===== config.mk =====
export PLATFORM = sky130hd
export DESIGN_NAME = rst_seq_ctrl
export DESIGN_NICKNAME = d
export VERILOG_FILES = /design/src/rtl/rsq_pkg.sv /design/src/rtl/rsq_pin_filter.sv /design/src/rtl/rsq_powerup_timer.sv /design/src/rtl/rsq_extender.sv /design/src/rtl/rst_seq_ctrl.sv
export SDC_FILE = /design/constraint.sdc
export NUM_CORES = 1
export LEC_CHECK = 0
export ABC_AREA = 1
export BUFFER_PORTS_ARGS = -buffer_cell sky130_fd_sc_hd__buf_2
export CORE_UTILIZATION = 30
export CTS_CLUSTER_SIZE = 8
export DETAILED_ROUTE_END_ITERATION = 10
export GPL_ROUTABILITY_DRIVEN = 0
export MAX_ROUTING_LAYER = met4
export PLACE_DENSITY = 0.51
export SLEW_MARGIN = 20
export SYNTH_ARGS = -nofsm -noshare
export SYNTH_HDL_FRONTEND = slang
export SYNTH_SLANG_ARGS = --single-unit

===== constraint.sdc =====
create_clock -name clk_slow -period 1.2 [get_ports clk_slow]
set_input_delay 0.06 -clock clk_slow [delete_from_list [all_inputs] [get_ports clk_slow]]
set_output_delay 0.06 -clock clk_slow [all_outputs]
set_load 0.1 [all_outputs]

===== src/rtl/rsq_pkg.sv =====
package rsq_pkg;

    // One bit per reset cause feeding the shared stretch timer.
    typedef struct packed {
        logic power_up;   // power-up delay still running
        logic pin;        // qualified external pin request
        logic wdog;       // watchdog trip
    } rsq_src_t;

    function automatic logic src_any(input rsq_src_t s);
        return s.power_up | s.pin | s.wdog;
    endfunction

    // Length of a stretch chain with the given number of doubling stages.
    function automatic int unsigned stretch_cycles(input int unsigned stages);
        return 32'd1 << stages;
    endfunction

endpackage


===== src/rtl/rsq_pin_filter.sv =====
module rsq_pin_filter #(
    parameter int unsigned SYNC_DEPTH = 2,
    parameter int unsigned MIN_LOW    = 4
) (
    input  logic clk,
    input  logic pwr_ok,
    input  logic pin_n,
    output logic req
);
    localparam int unsigned CW = $clog2(MIN_LOW + 1);
    localparam logic [CW-1:0] LIM = CW'(MIN_LOW);

    logic [SYNC_DEPTH-1:0] sync_q;
    logic                  pin_s;
    logic [CW-1:0]         low_cnt;

    // Synchronizer, cleared to the released (high) level.
    always_ff @(posedge clk or negedge pwr_ok) begin
        if (!pwr_ok) sync_q <= '1;
        else         sync_q <= {sync_q[SYNC_DEPTH-2:0], pin_n};
    end

    assign pin_s = sync_q[SYNC_DEPTH-1];

    // Saturating count of consecutive low samples.
    always_ff @(posedge clk or negedge pwr_ok) begin
        if (!pwr_ok)              low_cnt <= '0;
        else if (pin_s)           low_cnt <= '0;
        else if (low_cnt != LIM)  low_cnt <= low_cnt + 1'b1;
    end

    assign req = (low_cnt == LIM);

    a_r6_req_after_low: assert property (@(posedge clk) disable iff (!pwr_ok)
        $rose(req) |-> !$past(pin_s));

    a_r7_req_drops_on_high: assert property (@(posedge clk) disable iff (!pwr_ok)
        pin_s |=> !req);

endmodule


===== src/rtl/rsq_powerup_timer.sv =====
module rsq_powerup_timer #(
    parameter int unsigned PUP_CYCLES = 640
) (
    input  logic clk,
    input  logic pwr_ok,
    output logic done
);
    localparam int unsigned CW = $clog2(PUP_CYCLES + 1);
    localparam logic [CW-1:0] LAST = CW'(PUP_CYCLES - 1);

    logic [CW-1:0] cnt;

    always_ff @(posedge clk or negedge pwr_ok) begin
        if (!pwr_ok) begin
            cnt  <= '0;
            done <= 1'b0;
        end else if (!done) begin
            if (cnt == LAST) done <= 1'b1;
            else             cnt  <= cnt + 1'b1;
        end
    end

    a_r1_done_at_full_count: assert property (@(posedge clk) disable iff (!pwr_ok)
        $rose(done) |-> ($past(cnt) == LAST));

    a_r8_done_sticky: assert property (@(posedge clk) disable iff (!pwr_ok)
        $past(done) |-> done);

endmodule


===== src/rtl/rsq_extender.sv =====
module rsq_extender #(
    parameter int unsigned STAGES = 7
) (
    input  logic clk,
    input  logic pwr_ok,
    input  logic req,
    output logic active
);
    import rsq_pkg::*;

    localparam int unsigned LEN = stretch_cycles(STAGES);
    localparam logic [STAGES-1:0] LAST = STAGES'(LEN - 1);

    logic [STAGES-1:0] cnt;

    always_ff @(posedge clk or negedge pwr_ok) begin
        if (!pwr_ok) begin
            cnt    <= '0;
            active <= 1'b1;
        end else if (req) begin
            cnt    <= '0;
            active <= 1'b1;
        end else if (active) begin
            if (cnt == LAST) active <= 1'b0;
            cnt <= cnt + 1'b1;
        end
    end

    a_r3_cause_holds_reset: assert property (@(posedge clk) disable iff (!pwr_ok)
        req |=> active);

    a_r5_cause_restarts_count: assert property (@(posedge clk) disable iff (!pwr_ok)
        req |=> (cnt == '0));

    a_r4_release_after_full_count: assert property (@(posedge clk) disable iff (!pwr_ok)
        $fell(active) |-> (($past(cnt) == LAST) && !$past(req)));

endmodule


===== src/rtl/rst_seq_ctrl.sv =====
module rst_seq_ctrl #(
    parameter int unsigned PUP_CYCLES  = 640,
    parameter int unsigned EXT_STAGES  = 7,
    parameter int unsigned PIN_MIN_LOW = 4,
    parameter int unsigned SYNC_DEPTH  = 2
) (
    input  logic clk_slow,
    input  logic pwr_ok,
    input  logic ext_rst_n,
    input  logic wdog_trip,
    output logic chip_rst_n,
    output logic cold_start
);
    import rsq_pkg::*;

    rsq_src_t src;
    logic     pup_done;
    logic     pin_req;
    logic     stretch_active;

    rsq_powerup_timer #(.PUP_CYCLES(PUP_CYCLES)) u_pup (
        .clk    (clk_slow),
        .pwr_ok (pwr_ok),
        .done   (pup_done)
    );

    rsq_pin_filter #(.SYNC_DEPTH(SYNC_DEPTH), .MIN_LOW(PIN_MIN_LOW)) u_pin (
        .clk    (clk_slow),
        .pwr_ok (pwr_ok),
        .pin_n  (ext_rst_n),
        .req    (pin_req)
    );

    always_comb begin
        src.power_up = !pup_done;
        src.pin      = pin_req;
        src.wdog     = wdog_trip;
    end

    rsq_extender #(.STAGES(EXT_STAGES)) u_ext (
        .clk    (clk_slow),
        .pwr_ok (pwr_ok),
        .req    (src_any(src)),
        .active (stretch_active)
    );

    assign chip_rst_n = !stretch_active;
    assign cold_start = pup_done;

    a_r2_release_needs_delay_done: assert property (@(posedge clk_slow) disable iff (!pwr_ok)
        chip_rst_n |-> cold_start);

    a_r9_power_loss_holds_reset: assert property (@(posedge clk_slow)
        !pwr_ok |-> (!chip_rst_n && !cold_start));

endmodule


# Word-level counts from Yosys, hierarchy flattened
# Index checks and enable logic that the tools add are counted.
# W data, S select, Z words.
# totals
register_bits,24
in_bits,4
# op_classes
eq_ne,4
n_mux,9
n_reduce_logical,5
n_bitwise,4
addsub,3
# op_table
cell,n
$mux W7,2
$add A10 B1 Y10 const B,1
$eq A10 B10 Y1 const B,1
$add A7 B1 Y7 const B,1
$eq A7 B7 Y1 const B,1
$mux W3,2
$mux W1,5
$reduce_bool A2 Y1,2
$add A3 B1 Y3 const B,1
$eq A3 B3 Y1 const B,1
$ne A3 B3 Y1 const B,1
$logic_not A1 Y1,2
$not A1 Y1,2
$or A1 B1 Y1,2
$reduce_and A2 Y1,1

# Logic depth before layout (Yosys ltp)
# Gate-level depths: netlist of the first run.
# logic_depth
depth_word,4
mapped_depth,8

# Hierarchy
# From an unflattened synthesis of the first run, not the netlist that was laid out.
# hier_totals
cells_unflattened,157
area_unflattened_um2,1303.8
# modules_own_cells
module,seq_area_each_um2,area_each_um2,instances,cells_per_inst
rsq_powerup_timer,275.3,644.4,1,78
rsq_extender,201.4,422.9,1,53
rsq_pin_filter,127.6,220.2,1,22
rst_seq_ctrl,0.0,16.3,1,4

# Worst setup path before layout of the first run
# OpenSTA, ideal clock, no wires.
# synth_timing
path_kind,flip-flop to flip-flop
from,register u_pup.done
to,register u_ext.cnt[0]
slack_ps,-530
path_stages_with_launch,5
arrival_ps,1641
path_buffers,0
synth_period_minus_slack_ps,1730
cell_sequence,dfrtp_1 > inv_2 > nor3_4 > inv_1 > nor3b_1
# synth_between
elab_chain_len,4
elab_cells_between_ends,5
classes_between,mux: 1; bitwise: 2; reduce/logical: 2
# synth_rtl
element,line_no,source
from (decl),rsq_powerup_timer.sv:6,output logic done
from (signal assigned),rsq_powerup_timer.sv:16,done <= 1'b0;
from (signal assigned),rsq_powerup_timer.sv:18,if (cnt == LAST) done <= 1'b1;
$logic_not A1 Y1 *,--,
$or A1 B1 Y1 * (2 in series),rsq_pkg.sv:11,return s.power_up | s.pin | s.wdog;
$mux W7 or $reduce_bool A2 Y1 (tied branches),--,
to (signal assigned),rsq_extender.sv:25,cnt <= cnt + 1'b1;
to (decl),rsq_extender.sv:14,logic [STAGES-1:0] cnt;
# Mark *: on every way between the ends. The rest lies on a longest branch, timed or not.
# A chain may end at the register's enable or synchronous reset.

# Worst setup path in the final report of the first run
# layout_timing
from,register u_pup.cnt[0]
to,register u_pup.cnt[4]
# layout_between
elab_chain_len,3
elab_cells_between_ends,4
classes_between,add/sub: 1; eq/ne: 1; bitwise: 1; reduce/logical: 1
# layout_rtl
element,line_no,source
from (decl),rsq_powerup_timer.sv:11,logic [CW-1:0] cnt;
from (signal assigned),rsq_powerup_timer.sv:19,else cnt <= cnt + 1'b1;
branches (longest 3 deep; another with $add A10 B1 Y10),--,
# Several ways; the timed one is not identified.

==> metrics.md, run 1 <==
| Metric | Value |
|---|---|
| Status | finished with violations |
| Failing checks | setup timing |
| Hold Path Class | in -> reg |
| Crit-path most repeated cell | nand2_1 |
| Met1 wire length | 1120 microns |
| Post-synthesis sequential area ratio | 48.9% |
| DRC viols | 0 |
| CP Cell Sequence | ha_2 > nand2_2 > nor2_4 > nand2_4 > nand2_8 > inv_8 > nand2_1 > nand2_1 |
| Leak Pwr | ~0.85 nW |
| Yosys warnings | 0 |
| Share of layout cells above drive strength 1 | between 30% and 40% |
| Routed Antenna Nets | 0 |
| Total CTS buffers | 3 |
| Reg2reg path depth | 8 |
| Slew headroom | 79.2% |
| Final Worst Setup Slack | -76.0 ps |
| Die extent in y | 66.2 microns |
| Flop pwr share | 45.2% |
| Pwr per Cell Area | 1100 nW/um^2 |
| Largest net degree at the start of global routing | 25 |
| CTS max path bufs | 2 |
| Psw | roughly 0.45 mW |
| CTS tree | built |
| R2r setup slk | -80 ps |
| Met3 wire length | 51 microns |
| Net Sw Frac | 22.9% |
| Syn Inst Count | 145 |
| Routed WL | 2510 microns |
| Yosys reg bits | 24 |
| Worst VDD drop | 680 uV |
| Die area | roughly 4400 sq um |
| RSZ-0062 raised after global routing | true |
| Die width | about 66 microns |
| Dpl cell area | between 1000 and 1500 sq um |
| Synth Cell Area | between 1000 and 1500 sq um |
| Required @ worst endpoint | approximately 1400 ps |
| Clock sinks | 24 |
| Antenna Diode Count | 0 |
| Most frequent cells in the layout | nand2_1, buf_4, dfrtp_1 |
| Worst Path Arrival | 1440 ps |
| Top Ports | 6 |
| Logic gate share of total power | a little under a fifth |
| Setup WS pre-CTS | -134 ps |
| Port bufs | 5 |
| Synth unique cells | 25 |
| Worst reg2reg path startpoint | u_pup.cnt[0] |
| Syn Area/Cell | approximately 8.5 sq um |
| Final #Nets | 195 |
| P&R area growth vs syn | 43.6% |
| Clock Latency Late Sink | 270 ps |
| Critical-path top delay cell | dfrtp_1 |
| WL met2 | 1330 microns |
| Hold path start | wdog_trip |
| Worst setup EP type | flip-flop |
| Final hold viol count | 0 |
| CTS Root Cell | clkbuf_8 |
| Peak fanout along the critical path | 7 |
| Initial antenna violation count | 0 |
| First-pass GRT wire length | between 4000 and 5000 microns |
| Count of pins over their slew limit | 0 |
| Clock Power Share | 36.3% |
| Int Pwr | 1.51 mW |
| Cell taking the most area after synthesis | dfrtp_1 |
| Routed WL per cell | 10.7 microns |
| H-tree depth | 1 |
| GRT Residual Overflow | 0 |
| Critical Path Start Type | flip-flop |
| Clock transition at the registers of the reported paths | 90 ps |
| Hold EP | u_ext.active |
| Total of max-cap violations | 0 |
| Worst hold stages | 3 |
| Via count | 1052 |
| Fmax | 0.784 GHz |
| GRT Total Usage | roughly 15% |
| Worst clock skew | between 2 and 3 ps |
| Synth top area cells | dfrtp_1, nand2_1, dfstp_2, inv_1, ha_1 |
| Final period util | 106% |
| Fin area | 1770 sq um |
| Synth Net Count | approximately 150 |
| DP HPWL | 1730 microns |
| Period minus WS final | 1280 ps |
| Core area | around 3800 sq um |
| Worst Max-Slew Pin Slew | 312 ps |
| Commonest non-fill, non-tap cell in the layout | nand2_1 |
| WS Path Type | reg -> reg |
| Hold slack | between 40 and 50 ps |
| Row count | 22 |
| First drt pass iteration count | 4 |
| Endpoints failing setup | 12 |
| Vias in the first global route | 1107 |
| DRT iter0 DRCs | 50 |
| Initial Utilization | 32.5% |
| Highest routed metal layer | met4 |
| Vias per cell | 4.50 |
| R2R Path End | u_pup.cnt[4] |
| Synth top area share | 42.6% |
| Slowest stage delay, CP | approximately 360 ps |
[registers in the layout, indices dropped and copies added (netlist names)]
register and flops:
u_pup.done 1, u_pin.sync_q 2, u_ext.active 1, u_pup.cnt 10
u_pin.low_cnt 3, u_ext.cnt 7
[cell usage after synthesis]
cell / number
dfstp_2: 3
nand2_4: 1
nor2_4: 1
inv_6: 1
nand2_8: 1
inv_2: 1
a21oi_1: 5
nand3_2: 1
nand3b_1: 1
xor2_1: 3
xnor2_1: 2
nand2_2: 1
xor2_2: 1
nor3_4: 1
ha_1: 4
dfrtp_1: 21
nand3_1: 10
nor2_1: 10
nand4_1: 4
nand2_1: 46
inv_1: 18
o21ai_0: 6
nor3_1: 1
nor3b_1: 1
buf_2: 1
[repair_timing]
| item | in CTS | in global routing |
|---|---|---|
| endpoints found under the setup margin | 16 | 20 |
| buffers inserted | 8 | 5 |
| hold buffers | 2 | 0 |
| gates resized for setup | 18 | 15 |
| cloned | 1 | 0 |
| pin swaps | 4 | 7 |
| hold endpoints to repair | 22 | 0 |
[worst max path at each step]
stage | startpoint | endpoint | cells past startpoint
after floorplan | u_ext.active | u_ext.cnt[1] | 4
after global routing | u_pup.cnt[0] | u_pup.cnt[6] | 8
after global placement | u_pin.low_cnt[0] | u_ext.cnt[0] | 7
after detailed placement | u_pin.low_cnt[0] | u_ext.cnt[0] | 7
after CTS | u_pin.low_cnt[1] | u_ext.cnt[5] | 8
final | u_pup.cnt[0] | u_pup.cnt[4] | 8
[kinds of logic (layout without fill, tap and decap cells)]
logic type / after synthesis / after routing / synth area share (%)
XOR/XNOR: 6 / 6 / 4.86
AND/OR/NAND/NOR: 79 / 80 / 30.8
AO/OA/AOI/OAI: 11 / 11 / 4.46
adder cells (fa/ha/maj): 4 / 4 / 4.05
flip-flops: 24 / 24 / 48.9
buffers and inverters: 21 / 61 / 6.89
[per-stage QoR]
| step | cells | utilization (%) | power (mW) | setup TNS [ps] |
|---|---|---|---|---|
| floorplan | 145 | - | 0.971 | -564 |
| global placement | 214 | 38.8 | 1.02 | -325 |
| detailed placement | 214 | 38.8 | 1.04 | -961 |
| CTS | 229 | 44.4 | 1.92 | -984 |
| global route | 234 | 46.7 | 2.06 | -2190 |
| finish | 234 | 46.7 | 1.96 | -540 |
[power by group through the flow]
stage	Combinational, mW	Sequential [mW]	Clock, mW
5_1_grt	0.405	0.888	0.764
4_1_cts	0.296	0.877	0.744
6_report	0.362	0.884	0.709
3_5_place_dp	0.153	0.891	0
2_1_floorplan	0.0889	0.882	0
3_3_place_gp	0.138	0.884	0
[critical path: cells and delay by family, from the launching register on]
kind | cells | cell delay (ps)
buf+inv | 1 | 50
flops | 1 | 360
fa+ha+maj | 1 | 190
simple gates | 6 | 580
[layout make-up]
type / instances / area [sq um]
Fill cell: 376 / 2030
Multi-Input combinational cell: 101 / 636
Sequential cell: 24 / 608
Timing Repair Buffer: 37 / 304
Inverter: 20 / 93.8
Tap cell: 48 / 60.1
Clock buffer: 3 / 41.3
Clock inverter: 1 / 30.0
[routing by layer]
metal / vias up / global-route usage (%)
li1: 537 / -
met1: 506 / 15.9
met2: 7 / 26.7
met3: 2 / 4.14
met4: 0 / 1.86
met5: - / -
Power figures use the tool's default switching activity.
==> inputs of run 2 (changes only) <==
--- a/config.mk
+++ b/config.mk
@@ -12,7 +12,7 @@
 export DETAILED_ROUTE_END_ITERATION = 10
 export GPL_ROUTABILITY_DRIVEN = 0
 export MAX_ROUTING_LAYER = met4
-export PLACE_DENSITY = 0.51
+export PLACE_DENSITY = 0.57
 export SLEW_MARGIN = 20
 export SYNTH_ARGS = -nofsm -noshare
 export SYNTH_HDL_FRONTEND = slang
==> metrics.md, run 2 (synthesized netlist as in run 1, its figures left out) <==
| Metric | Value |
|---|---|
| First drt pass iteration count | 6 (+2) |
| Failing checks | setup timing |
| Most frequent cells in the layout | nand2_1, buf_4, dfrtp_1 |
| CTS max path bufs | 2 (unchanged) |
| Area occupied by multi-input gates | 678 sq um (+6.7%) |
| Setup TNS | -359 ps (+182 ps) |
| DRT iter0 DRCs | 32 (-36%) |
| Final Worst Setup Slack | -80.1 ps (-4.15 ps) |
| Worst setup EP type | output pin |
| Fillers | 355 (-5.6%) |
| Total CTS buffers | 3 (unchanged) |
| H-tree depth | 1 (unchanged) |
| Top Ports | 6 (unchanged) |
| Peak fanout along the critical path | 3 (-4) |
| Port bufs | 5 (unchanged) |
| Pwr per Cell Area | 1090 nW/um^2 (-1.3%) |
| Endpoints failing setup | 11 (-1) |
| Max reg flops | 10 (unchanged) |
| CTS Root Cell | clkbuf_8 |
| First-pass GRT wire length | 4510 microns (-4.2%) |
| Clock sinks | 24 (unchanged) |
| Fmax | 0.781 GHz (-0.32%) |
| Die extent in y | 66.2 microns (unchanged) |
| GRT Total Usage | 14.0% (-0.51 points) |
| Clock Latency Late Sink | 270 ps (about the same) |
| Hold Path Class | in -> reg |
| Total power | 1.96 mW (+0.49%) |
| Critical Path Start Type | flip-flop |
| Leak Pwr | 0.838 nW (-1.6%) |
| Period minus WS final | 1280 ps (+4.15 ps) |
| Routed Antenna Nets | 0 (unchanged) |
| Worst clock skew | 2.81 ps (+0.0793 ps) |
| Biggest regs | u_pup.cnt (10), u_ext.cnt (7), u_pin.low_cnt (3) |
| Worst VDD drop | 751 uV (+10%) |
| Total of max-cap violations | 0 (unchanged) |
| DRC viols | 0 (unchanged) |
| CTS tree | built |
| Hold slack | 88.1 ps (+44.4 ps) |
| GRT Residual Overflow | 0 (unchanged) |
| Count of pins over their slew limit | 0 (unchanged) |
| Initial antenna violation count | 0 (unchanged) |
| Initial Utilization | 32.5% (unchanged) |
| Die width | 66.2 microns (unchanged) |
| Vias per cell | 4.53 (+0.82%) |
| Required @ worst endpoint | 1140 ps (-220 ps) |
| Final #Nets | 192 (-1.5%) |
| Final hold viol count | 0 (unchanged) |
| Antenna Diode Count | 0 (unchanged) |
| Via count | 1047 (-0.48%) |
| P&R area growth vs syn | 46.1% |
| Core area | 3800 sq um (unchanged) |
| Vias in the first global route | 1082 (-2.3%) |
| Worst Path Arrival | 1220 ps (-220 ps) |
| WS Path Type | reg -> out |
| Slew headroom | 83.1% (+3.9 points) |
| Die area | 4380 sq um (unchanged) |
| Largest net degree at the start of global routing | 17 (-32%) |
| Share of layout cells above drive strength 1 | 42.6% (+2.8 points) |
| Commonest non-fill, non-tap cell in the layout | nand2_1 |
| Routed WL per cell | 11.5 microns (+7.2%) |
| Worst Max-Slew Pin Slew | 252 ps (-59.7 ps) |
| Clock transition at the registers of the reported paths | 90 ps (about the same) |
| DP HPWL | 1800 microns (+4.3%) |
| Row count | 22 (unchanged) |
| RSZ-0062 raised after global routing | true |
| Routed WL | 2650 microns (+5.8%) |
| Register area | 608 sq um (unchanged) |
| Status | finished with violations |
| Final period util | 107% (+0.35 points) |
| Top reg by flops | u_pup.cnt |
-- run 2: cell count changes in the layout (fill, tap and decap cells not counted), sizes merged --
cell,delta
inv,-1
buf,-3
clkinv,+1
-- run 2: critical path, stage by stage (launching register included) --
cell and delay (ps):
dfstp_2 570, buf_6 100, clkinvlp_4 100, buf_12 180
-- run 2: power breakdown --
part           internal (mW)  total, mW  switching (mW)
combinational          0.192      0.359           0.166
sequential             0.849      0.881          0.0320
clock                  0.446      0.725           0.278
-- run 2: through the flow --
stage | worst slack, ps | util (%) | instance area (sq um) | std cells
final | -80.1 | 47.5 | 1800 | 231
after global routing | -150 | 47.5 | 1800 | 231
after CTS | -80.3 | 44.2 | 1680 | 228
after detailed placement | -95.3 | 38.6 | 1470 | 213
after global placement | -37.5 | 38.6 | 1470 | 213
after floorplan | -188 | - | 1260 | 145
-- run 2: final timing paths --
check | from | to | slack [ps] | cells past startpoint
setup / recovery | u_ext.active | chip_rst_n | -80 | 3
max in group asynchronous | pwr_ok | u_pin.sync_q[0] | 510 | 3
setup reg to reg | u_pup.cnt[0] | u_pup.cnt[6] | -60 | 8
min in group asynchronous | pwr_ok | u_pup.cnt[2] | 160 | 2
hold / removal | wdog_trip | u_ext.cnt[3] | 90 | 4
hold reg to reg | u_pin.sync_q[0] | u_pin.sync_q[1] | 360 | 0
-- run 2: cell type report --
cell class                      count  share of cell area (%)
Clock buffer                        3                    2.29
Clock inverter                      1                    1.66
Inverter                           20                    5.20
Multi-Input combinational cell    101                    37.6
Sequential cell                    24                    33.7
Tap cell                           48                    3.33
Timing Repair Buffer               34                    16.2
-- run 2: per-layer routing --
metal | vias to the layer above | wire (microns) | GRT usage [%]
met5 | - | 0 | -
met4 | 0 | 11 | 4.79
met3 | 2 | 62 | 3.79
met2 | 10 | 1390 | 23.7
met1 | 500 | 1180 | 15.9
li1 | 535 | - | -
-- run 2: timing repair --
| action | CTS | global route |
|---|---|---|
| gates resized for setup | 21 | 27 |
| buffers inserted | 8 | 4 |
| pin swaps | 6 | 13 |
| endpoints found under the setup margin | 17 | 22 |
| cloned | 1 | 0 |
| hold endpoints to repair | 22 | 0 |
| hold buffers | 2 | 0 |
==> inputs of run 3 (changes only) <==
--- a/config.mk
+++ b/config.mk
@@ -13,6 +13,7 @@
 export GPL_ROUTABILITY_DRIVEN = 0
 export MAX_ROUTING_LAYER = met4
 export PLACE_DENSITY = 0.57
+export SETUP_SLACK_MARGIN = 0.05
 export SLEW_MARGIN = 20
 export SYNTH_ARGS = -nofsm -noshare
 export SYNTH_HDL_FRONTEND = slang
==> metrics.md, run 3 (synthesized netlist as in run 1, its figures left out) <==
| Metric | Value |
|---|---|
| Status | finished with violations |
| Failing checks | setup timing |
| Worst VDD drop | 704 uV (-6.2%) |
| Die width | 66.2 microns (unchanged) |
| Peak fanout along the critical path | 7 (+4) |
| First drt pass iteration count | 4 (-2) |
| Int Pwr | 1.44 mW (-3.2%) |
| Top Ports | 6 (unchanged) |
| Clock sinks | 24 (unchanged) |
| CP Cell Sequence | ha_2 > nand2_2 > nor2_4 > nand2_4 > nand2_8 > inv_6 > nand2_1 > nand2_1 |
| Setup WS pre-CTS | -92.2 ps (+3.05 ps) |
| Worst setup EP type | flip-flop |
| Share of layout cells above drive strength 1 | 39.7% (-3.0 points) |
| DP HPWL | 1720 microns (-4.6%) |
| Final #Nets | 188 (-2.1%) |
| Critical Path Start Type | flip-flop |
| CP top delay family | simple AND/OR/NAND/NOR gates |
| Logic gate share of total power | 14.5% (-3.8 points) |
| Worst hold stages | 3 (-1) |
| R2r setup slk | -60 ps (about the same) |
| Fin area | 1760 sq um (-2.3%) |
| Via count | 1019 (-2.7%) |
| Commonest non-fill, non-tap cell in the layout | nand2_1 |
| DRT iter0 DRCs | 50 (+56%) |
| Slew headroom | 64.3% (-19 points) |
| Slowest stage delay, CP | 360 ps (-210 ps) |
| R2R Path End | u_pup.cnt[6] |
| Final hold viol count | 0 (unchanged) |
| Final Worst Setup Slack | -57.4 ps (+22.7 ps) |
| Worst reg2reg path startpoint | u_pup.cnt[0] |
| Die extent in y | 66.2 microns (unchanged) |
| Clock Latency Late Sink | 270 ps (about the same) |
| Total of max-cap violations | 0 (unchanged) |
| Vias in the first global route | 1061 (-1.9%) |
| Psw | 0.424 mW (-11%) |
| Placed cell count | 209 (-1.9%) |
| CTS max path bufs | 2 (unchanged) |
| Die area | 4380 sq um (unchanged) |
| Pwr per Cell Area | 1060 nW/um^2 (-2.9%) |
| CTS Root Cell | clkbuf_8 |
| DRC viols | 0 (unchanged) |
| Vias per cell | 4.49 (-0.96%) |
| Max reg flops | 10 (unchanged) |
| Top reg by flops | u_pup.cnt |
| Required @ worst endpoint | 1370 ps (+230 ps) |
| Core area | 3800 sq um (unchanged) |
| Clock transition at the registers of the reported paths | 90 ps (about the same) |
| Hold Path Class | in -> reg |
| Initial antenna violation count | 0 (unchanged) |
| First-pass GRT wire length | 4510 microns (unchanged) |
| Routed Antenna Nets | 0 (unchanged) |
| Hold EP | u_ext.active |
| Total power | 1.86 mW (-5.1%) |
| GRT Total Usage | 14.0% (-0.049 points) |
| CTS tree | built |
| Endpoints failing setup | 9 (-2) |
| Biggest regs | u_pup.cnt (10), u_ext.cnt (7), u_pin.low_cnt (3) |
| RSZ-0062 raised after global routing | true |
| Worst clock skew | 3.27 ps (+0.461 ps) |
| WS Path Type | reg -> reg |
| GRT Residual Overflow | 0 (unchanged) |
| H-tree depth | 1 (unchanged) |
| Port bufs | 5 (unchanged) |
| Final period util | 105% (-1.9 points) |
| Clock Power Share | 38.4% (+1.5 points) |
| Initial Utilization | 32.5% (unchanged) |
| Worst path bufs/invs | 1 (-2) |
| Critical-path top delay cell | dfrtp_1 |
| Setup TNS | -320 ps (+38.1 ps) |
| Period minus WS final | 1260 ps (-22.7 ps) |
| Worst Path Arrival | 1420 ps (+200 ps) |
| Net Sw Frac | 22.7% (-1.5 points) |
| Routed WL per cell | 11.1 microns (-3.6%) |
| Crit-path most repeated cell | nand2_1 |
| Antenna Diode Count | 0 (unchanged) |
| Most frequent cells in the layout | nand2_1, dfrtp_1, buf_4 |
| Row count | 22 (unchanged) |
| Dpl cell area | 1440 sq um (-2.0%) |
| Fmax | 0.795 GHz (+1.8%) |
| Flop pwr share | 47.1% (+2.2 points) |
| P&R area growth vs syn | 42.8% |
| Fillers | 377 (+6.2%) |
| Total CTS buffers | 3 (unchanged) |
| Finished Core Util | 46.4% (-1.1 points) |
| Routed WL | 2510 microns (-5.2%) |
| Reg2reg path depth | 8 (unchanged) |
| Hold path start | wdog_trip |
| Leak Pwr | 0.817 nW (-2.4%) |
| Worst Max-Slew Pin Slew | 535 ps (+283 ps) |
| Count of pins over their slew limit | 0 (unchanged) |
| Non-filler cells, final | 227 (-1.7%) |
| Hold slack | 29.7 ps (-58.4 ps) |
| Largest net degree at the start of global routing | 25 (+8) |
## run 3: changes by cell type in the layout (fill, tap and decap cells not counted), moves of 2 or more
| cell | previous run | this run |
|---|---|---|
| nand2_2 | 8 | 4 |
| o21ai_0 | 0 | 2 |
| nand2_1 | 38 | 43 |
| o21ai_1 | 6 | 3 |
| buf_4 | 23 | 19 |
| inv_6 | 0 | 2 |
## run 3: repair_timing
action | 4_1_cts | 5_1_grt
cloned | 1 | 0
pin swaps | 5 | 10
resized for setup | 20 | 16
setup buffers | 9 | 2
hold buffers | 2 | 0
endpoints found under the setup margin | 19 | 22
endpoints found under the hold margin | 22 | 0
## run 3: layer usage
| metal | global-route usage, % | routed length, microns |
|---|---|---|
| met2 | 24.7 | 1310 |
| met5 | - | 0 |
| met1 | 15.7 | 1140 |
| met3 | 3.62 | 52 |
| met4 | 3.19 | 13 |
## run 3: power groups by stage
stage / combinational, mW / clock [mW] / sequential (mW)
global placement: 0.135 / 0 / 0.884
finish: 0.270 / 0.716 / 0.879
global route: 0.307 / 0.771 / 0.883
floorplan: 0.0888 / 0 / 0.882
CTS: 0.254 / 0.736 / 0.875
detailed placement: 0.151 / 0 / 0.889
## run 3: worst max path at each step
| stage | startpoint | end | cells after the start |
|---|---|---|---|
| floorplan | u_ext.active | u_ext.cnt[1] | 4 |
| global placement | u_pin.low_cnt[0] | u_ext.cnt[0] | 7 |
| detailed placement | u_pin.low_cnt[0] | u_ext.cnt[0] | 7 |
| CTS | u_pup.cnt[0] | u_pup.cnt[6] | 8 |
| global route | u_pup.cnt[0] | u_pup.cnt[5] | 8 |
| finish | u_pup.cnt[0] | u_pup.cnt[6] | 8 |
## run 3: layout make-up
class	count	area, sq um	share of cell area (%)
inverter	20	88.8	5.04
multi-input combinational	101	672	38.1
clock inverter	1	30.0	1.70
tap	48	60.1	3.41
sequential	24	608	34.5
clock buffer	3	41.3	2.34
timing repair buffer	30	263	14.9
## run 3: worst reg2reg max path, cell delays in order, from the launching register on
cell	delay [ps]
dfrtp_1	360
ha_2	190
nand2_2	80
nor2_4	140
nand2_4	120
nand2_8	110
inv_6	50
nand2_1	60
nand2_1	40
